File: src/rtl/dram_refresh_ctrl.sv
module dram_refresh_ctrl #(
  parameter int INIT_WAIT    = 25000,
  parameter int INIT_CYCLES  = 8,
  parameter int REF_INTERVAL = 800,
  parameter int DEBT_MAX     = 4,
  parameter int T_SETUP      = 1,
  parameter int T_RAS        = 3,
  parameter int T_RP         = 3,
  parameter int ROW_W        = 10
) (
  input  logic             clk,
  input  logic             rst_n,
  input  logic             ras_only_mode,
  input  logic             bus_gnt,
  output logic             bus_req,
  output logic             strobe_oe,
  output logic             ras_n,
  output logic             cas_n,
  output logic             we_n,
  output logic             addr_oe,
  output logic [ROW_W-1:0] row_addr,
  output logic             init_done
);

  localparam int PW   = $clog2(INIT_WAIT + 1);
  localparam int TW   = $clog2(REF_INTERVAL + 1);
  localparam int DW   = $clog2(DEBT_MAX + 1);
  localparam int IW   = $clog2(INIT_CYCLES + 1);
  localparam int PM1  = (T_RAS > T_RP) ? T_RAS : T_RP;
  localparam int PMAX = (PM1 > T_SETUP) ? PM1 : T_SETUP;
  localparam int PHW  = (PMAX > 1) ? $clog2(PMAX) : 1;

  localparam logic [PW-1:0]  PAUSE_END = PW'(INIT_WAIT - 1);
  localparam logic [TW-1:0]  TMR_END   = TW'(REF_INTERVAL - 1);
  localparam logic [DW-1:0]  DEBT_TOP  = DW'(DEBT_MAX);
  localparam logic [IW-1:0]  INIT_N    = IW'(INIT_CYCLES);
  localparam logic [IW-1:0]  INIT_LAST = IW'(1);
  localparam logic [PHW-1:0] SET_END   = PHW'(T_SETUP - 1);
  localparam logic [PHW-1:0] LOW_END   = PHW'(T_RAS - 1);
  localparam logic [PHW-1:0] PRE_END   = PHW'(T_RP - 1);

  typedef enum logic [2:0] {ST_PAUSE, ST_IDLE, ST_WAIT, ST_SETUP, ST_LOW, ST_PRE} st_t;

  st_t             st;
  logic [PW-1:0]   pause_q;
  logic [TW-1:0]   tmr_q;
  logic [DW-1:0]   debt_q, debt_d;
  logic [IW-1:0]   init_left;
  logic [PHW-1:0]  ph;
  logic            ror_q;
  logic [ROW_W-1:0] row_q;

  wire tick  = init_done && (tmr_q == TMR_END);
  wire done  = (st == ST_PRE) && (ph == PRE_END);
  wire more  = init_done ? (debt_d != '0) : (init_left != INIT_LAST);
  wire pick  = init_done && ras_only_mode;

  always_comb begin
    debt_d = debt_q;
    if (done && init_done && debt_d != '0) debt_d = debt_d - 1'b1;
    if (tick && debt_d != DEBT_TOP)        debt_d = debt_d + 1'b1;
  end

  always_ff @(posedge clk or negedge rst_n) begin
    if (!rst_n) begin
      st        <= ST_PAUSE;
      pause_q   <= '0;
      tmr_q     <= '0;
      debt_q    <= '0;
      init_left <= INIT_N;
      ph        <= '0;
      ror_q     <= 1'b0;
      row_q     <= '0;
      init_done <= 1'b0;
    end else begin
      debt_q <= debt_d;
      if (init_done) tmr_q <= tick ? '0 : tmr_q + 1'b1;
      case (st)
        ST_PAUSE:
          if (pause_q == PAUSE_END) st <= ST_WAIT;
          else pause_q <= pause_q + 1'b1;
        ST_IDLE:
          if (debt_q != '0) st <= ST_WAIT;
        ST_WAIT:
          if (bus_gnt) begin
            st    <= ST_SETUP;
            ph    <= '0;
            ror_q <= pick;
          end
        ST_SETUP:
          if (ph == SET_END) begin
            st <= ST_LOW;
            ph <= '0;
          end else ph <= ph + 1'b1;
        ST_LOW:
          if (ph == LOW_END) begin
            st <= ST_PRE;
            ph <= '0;
          end else ph <= ph + 1'b1;
        ST_PRE:
          if (done) begin
            ph <= '0;
            if (ror_q) row_q <= row_q + 1'b1;
            if (!init_done) begin
              init_left <= init_left - 1'b1;
              if (init_left == INIT_LAST) init_done <= 1'b1;
            end
            if (more) begin
              st    <= bus_gnt ? ST_SETUP : ST_WAIT;
              ror_q <= pick;
            end else begin
              st <= ST_IDLE;
            end
          end else ph <= ph + 1'b1;
        default: st <= ST_IDLE;
      endcase
    end
  end

  wire front = (st == ST_SETUP) || (st == ST_LOW);

  assign bus_req   = (st == ST_WAIT) || (st == ST_SETUP) || (st == ST_LOW) || (st == ST_PRE);
  assign strobe_oe = (st == ST_SETUP) || (st == ST_LOW) || (st == ST_PRE);
  assign ras_n     = (st != ST_LOW);
  assign cas_n     = !(front && !ror_q);
  assign we_n      = 1'b1;
  assign addr_oe   = front && ror_q;
  assign row_addr  = row_q;

endmodule

File: config.mk
export PLATFORM = sky130hd
export DESIGN_NAME = dram_refresh_ctrl
export DESIGN_NICKNAME = d
export VERILOG_FILES = /design/src/rtl/dram_refresh_ctrl.sv
export SDC_FILE = /design/constraint.sdc
export NUM_CORES = 1
export LEC_CHECK = 0
export BUFFER_PORTS_ARGS = -buffer_cell sky130_fd_sc_hd__buf_2
export CAP_MARGIN = 20
export CORE_MARGIN = 4
export CORE_UTILIZATION = 54
export DETAILED_ROUTE_END_ITERATION = 12
export PLACE_DENSITY = 0.77
export SLEW_MARGIN = 40
export SYNTH_ARGS = -nofsm -noshare
export SYNTH_HDL_FRONTEND = slang
export SYNTH_SLANG_ARGS = --single-unit
File: constraint.sdc
create_clock -name clk -period 2.8 [get_ports clk]
set_input_delay 0 -clock clk [delete_from_list [all_inputs] [get_ports clk]]
set_output_delay 0 -clock clk [all_outputs]
set_load 0.03 [all_outputs]
* After elaboration in Yosys (flattened, before gate mapping)
Cells that the tools add are included.
Widths: inputs -> output; s select.
** Storage, ports and cells
- Bits of input ports :: 4
- Flip-flop bits (word level) :: 49
- Logic and storage cells :: 89
** Cells by class
- Equal/unequal tests :: 19
- Bitwise operators :: 2
- Add/sub/neg operators :: 7
- Reduce and logical (&&, ||, !) cells :: 28
- Muxes and demuxes :: 24
** Operator list (count)
- $mux 3 :: 8
- $add 10x1->10 const B :: 2
- $pmux 3 s6 :: 1
- $add 15x1->15 const B :: 1
- $eq 15x15->1 const B :: 1
- $ne 2x2->1 const B :: 7
- $eq 10x10->1 const B :: 1
- $mux 10 :: 1
- $mux 2 :: 5
- $logic_and 1x1->1 :: 8
- $pmux 2 s4 :: 1
- $mux 1 :: 7
- $eq 3x2->1 const B :: 2
- $eq 3x3->1 const B :: 2
- $ne 3x3->1 const B :: 2
- $reduce_and 2->1 :: 3
- $reduce_and 3->1 :: 2
- $reduce_and 6->1 :: 1
- $reduce_bool 3->1 :: 2
- $logic_or 1x1->1 :: 5
- $eq 4x1->1 const B :: 1
- $ne 4x1->1 const B :: 1
- $reduce_and 4->1 :: 1
- $reduce_bool 4->1 :: 1
- other kinds (12) :: 14

* Longest topological paths before layout
- Depth after elaboration :: 13
- Mapped depth :: 15
- Gate-level depth less buffers :: 14

* Worst setup path before layout
Ideal clock, no wire load.
- Path kind :: reg2reg
- Start :: reg ph[0]
- End :: reg st[1]
- Data arrival time :: 2682 ps
- Slack :: -6 ps
- Setup time :: 124 ps
- Clock period less this slack :: 2806 ps
- Stages on the path, launching flop included :: 15
- Path buffers :: 1
- Cells stage by stage :: dfrtp_1 -> inv_1 -> ha_1 -> and4b_1 -> buf_2 -> nand3_2 -> o21ai_0 -> inv_1 -> ha_1 -> nand2b_1 -> nand2_1 -> mux2_2 -> o2111ai_1 -> and2_1 -> a211o_1
** On the way
- Cells in the longest elaborated chain, start to end :: 13
- Elaborated cells between the ends (all ways) :: 19
** RTL lines
- from (decl) :: RTL line 49 : logic [PHW-1:0] ph;
- from (signal assigned) :: RTL line 94 : end else ph <= ph + 1'b1;
- from (signal assigned) :: RTL line 99 : end else ph <= ph + 1'b1;
- from (signal assigned) :: RTL line 114 : end else ph <= ph + 1'b1;
- branches (longest 13 deep; another with $add 3x1->3)
- to (signal assigned) :: RTL line 109 : st <= bus_gnt ? ST_SETUP : ST_WAIT;
- to (decl) :: RTL line 44 : st_t st;
Several ways; the timed one is not identified. The select of a mux whose other input is x is not followed.
A chain may end at the register's enable or synchronous reset.

* Worst setup path after layout
Same ends and word-level chain as after synthesis.

==> out/results.tsv <==
stage	metric	value	unit
yosys	number of flops mapped to enable cells by yosys	0	
finish	finished layout cell area	3130	µm²
power_and_ir_drop	power per unit of standard cell area	702	nW/µm²
finish	fraction of layout cells with a size suffix above 1	18.6	%
placement	DP HPWL	3590	µm
power_and_ir_drop	total power consumption of the routed design	2190	µW
sta	Max Transition Viols Final	0	
clock_network	clock buffers created by TritonCTS	5	
sta	final setup vio count	0	
yosys	Mapped Area	2780	µm²
yosys	flop and latch count out of synthesis	49	
yosys	cell count after synthesis	284	
sta	final clock skew	0.00693	ns
finish	FF+latch area	1230	µm²
sta	portion of the clock cycle consumed by the worst path in the final layout	93.7	%
clock_network	clock transition at the register clock pins on the worst setup and hold paths after CTS	0.10	ns
floorplan	Initial Util	57.2	%
placement	RePlAce Congestion	0.801	
grt	antenna violations before repair	0	
power_and_ir_drop	reported leakage power	0.00141	µW
grt	first-pass GRT wire length	8590	µm
floorplan	full die area	6350	µm²
critical_path	depth of the most critical reg-to-reg path	13	
power_and_ir_drop	Max VDD drop	318	µV
hold_path	class of the tightest hold or removal check	in2reg	
yosys	part of the Yosys area used for sequential elements	44.2	%
critical_path	maximum fanout count along the critical path	5	
yosys	top cell type by total area after synthesis	dfrtp_1	
finish	footprint of the multi-input gates	1470	µm²
critical_path	required time of the worst setup path	3.00	ns
route	DRT antenna net count	0	
yosys	count of unique library cells instantiated by Yosys	51	
grt	total global-route track usage	17.2	%
job	max-cap violations	0	
route	via/cell ratio	5.28	
grt	pin count of the biggest net entering global routing	50	
route	post-detailed-route wirelength per cell	13.0	µm
sta	pin slew with the least headroom to its limit	0.614	ns
yosys	share of flip-flops with an asynchronous set or reset after synthesis	100	%
sta	final hold violation count	0	
yosys	Synth Warn #	0	
floorplan	die height	79.7	µm
finish	number of fillers in the final layout	402	
finish	antenna diode count	0	
placement	placed cell areas	2950	µm²
critical_path	end of the worst register-to-register path	st[1]	
finish	layout overhead on the synthesized area	12.6	%
critical_path	Critical Path End Type	flip-flop	
yosys	predominant post-synthesis flop cell	dfrtp_1	
sta	worst-case setup margin in the final layout	0.178	ns
route	DR vias	2029	
critical_path	startpoint-to-endpoint class of the critical path	reg2reg	
floorplan	core box area	4850	µm²
finish	total number of nets in the final design	334	
yosys	syn nets	302	
route	DRC violation count after routing	0	
clock_network	count of H-tree levels built during CTS	2	
sta	Rel. slew slack	59.0	%
clock_network	CTS Root Cell	clkbuf_8	
clock_network	number of sinks on the clock net	49	
critical_path	crit path launch	ph[0]	
critical_path	Reg2Reg Setup Slack	0.18	ns
yosys	mean area per synthesized cell	9.77	µm²
route	overall routed net length	5010	µm
route	number of DRC violations after detailed-routing iteration 0	63	
floorplan	number of placed I/O pins	21	
clock_network	clock tree from TritonCTS	done	
clock_network	Worst-Skew Late Latency	0.30	ns
finish	final std cells w/o fill	384	
critical_path	Setup crit end	st[1]	
yosys	area share of the largest cell type after synthesis	43.3	%
yosys	top post-synthesis cells by area	dfrtp_1 43%, xnor2_1 8.8%, ha_1 6.3%, nand2_1 5.0%, nor2_1 3.8%	
critical_path	critical path startpoint category	flip-flop	
grt	vias in the first global route	1889	
placement	Inst Count DP	371	
status	outcome	finished clean	
clock_network	clock tree buffer depth	2	
finish	most common cell after layout, fill and taps aside	dfrtp_1	
critical_path	arrival time of data at the critical path endpoint	2.82	ns
placement	count of input and output buffers	19	
sta	timing-limited maximum frequency	381	MHz
finish	commonest cells after routing, fill and taps aside	47 x dfrtp_1, 37 x nand2_1, 28 x nor2_1	
grt	GR Overflow Total	0	
placement	Placement Setup Slack	0.0361	ns
floorplan	die extent in x	79.7	µm
critical_path	startpoint of the worst register-to-register path	ph[0]	
sta	minimum clock period	2.62	ns
route	first-pass iteration count of the detailed router	4	
floorplan	Row Count	25	
flip-flops by register name, indices dropped and copies added (netlist names):
name and count:
tmr_q 10, row_addr 10, ror_q 1, init_left 4, st 3, init_done 1
ph 2, pause_q 15, debt_q 3
through the flow:
step            TNS, ns  utilization [%]  hold slack (ns)
4_1_cts               0             63.1          0.00982
5_1_grt        -0.00551             64.5           0.0161
3_3_place_gp          0             60.8            0.258
6_report              0             64.5           0.0219
3_5_place_dp          0             60.9           0.0574
2_1_floorplan         0                -           -0.296
cell usage after synthesis (3+ instances only):
cell type	count
dfrtp_1	48
nand2_1	37
nor2_1	28
xnor2_1	28
inv_1	15
nand3_1	15
ha_1	14
nand4_1	9
o21ai_0	8
a21oi_1	7
xor2_1	7
nand2b_1	6
mux2_2	4
nor3_1	4
and2_1	3
and3_1	3
mux2i_1	3
nor2b_1	3
worst min path at each step:
| stage | endpoint | slack [ns] | cells past startpoint | start |
|---|---|---|---|---|
| after floorplan | debt_q[0] | -0.30 | 0 | rst_n |
| after global placement | pause_q[4] | 0.26 | 1 | rst_n |
| after detailed placement | pause_q[6] | 0.06 | 1 | rst_n |
| after CTS | ror_q | 0.01 | 3 | ras_only_mode |
| after global routing | ror_q | 0.02 | 3 | ras_only_mode |
| final | ror_q | 0.02 | 3 | ras_only_mode |
report_power, final:
| group | total [µW] | switching, µW | leakage [µW] | internal (µW) |
|---|---|---|---|---|
| Clock | 435 | 253 | 0.0000423 | 182 |
| Sequential | 936 | 109 | 0.000659 | 828 |
| Combinational | 821 | 480 | 0.000713 | 341 |
| Total | 2190 | 841 | 0.00141 | 1350 |
layout make-up:
| type | instances | share of cell area, % |
|---|---|---|
| Inverter | 15 | 1.80 |
| Tap cell | 67 | 2.68 |
| Multi-Input combinational cell | 214 | 47.1 |
| Clock buffer | 5 | 2.20 |
| Clock inverter | 3 | 0.841 |
| Timing Repair Buffer | 31 | 6.08 |
| Sequential cell | 49 | 39.3 |
timing repair:
| item | in CTS | in global routing |
|---|---|---|
| resized for setup | 1 | 9 |
| buffers inserted | 0 | 4 |
| hold buffers | 1 | 0 |
| gates cloned | 0 | 0 |
| endpoints found under the setup margin | 1 | 3 |
| pin swaps | 0 | 2 |
| endpoints found under the hold margin | 48 | 0 |
worst max-delay path, cell delays in order (launching register included):
cell,delay (ns)
dfrtp_2,0.43
inv_2,0.08
ha_1,0.16
and4b_2,0.26
nand3_4,0.13
o21ai_4,0.19
inv_1,0.06
ha_1,0.19
nand2b_1,0.16
nand2_1,0.06
mux2_2,0.15
o2111ai_2,0.17
and2_4,0.20
a211o_1,0.28
kinds of logic after synthesis:
family          Yosys count  synth area share (%)
simple gates            125                  23.1
fa+ha+maj                14                  6.31
other cells               1                 0.135
mux                       7                  2.71
flops                    49                  44.2
xor+xnor                 35                  11.0
buf+inv                  21                  4.15
compound gates           32                  8.34
metal layers:
layer | up-vias | global-route usage [%] | share of wire, % | routed length, µm
li1 | 1032 | - | - | -
met5 | - | 0 | 0 | 0
met4 | 0 | 4.64 | 1.3 | 63
met2 | 33 | 29.1 | 49 | 2430
met3 | 6 | 3.72 | 3.4 | 170
met1 | 958 | 22.1 | 47 | 2340
Note: power is estimated with default switching activity, not from simulation.
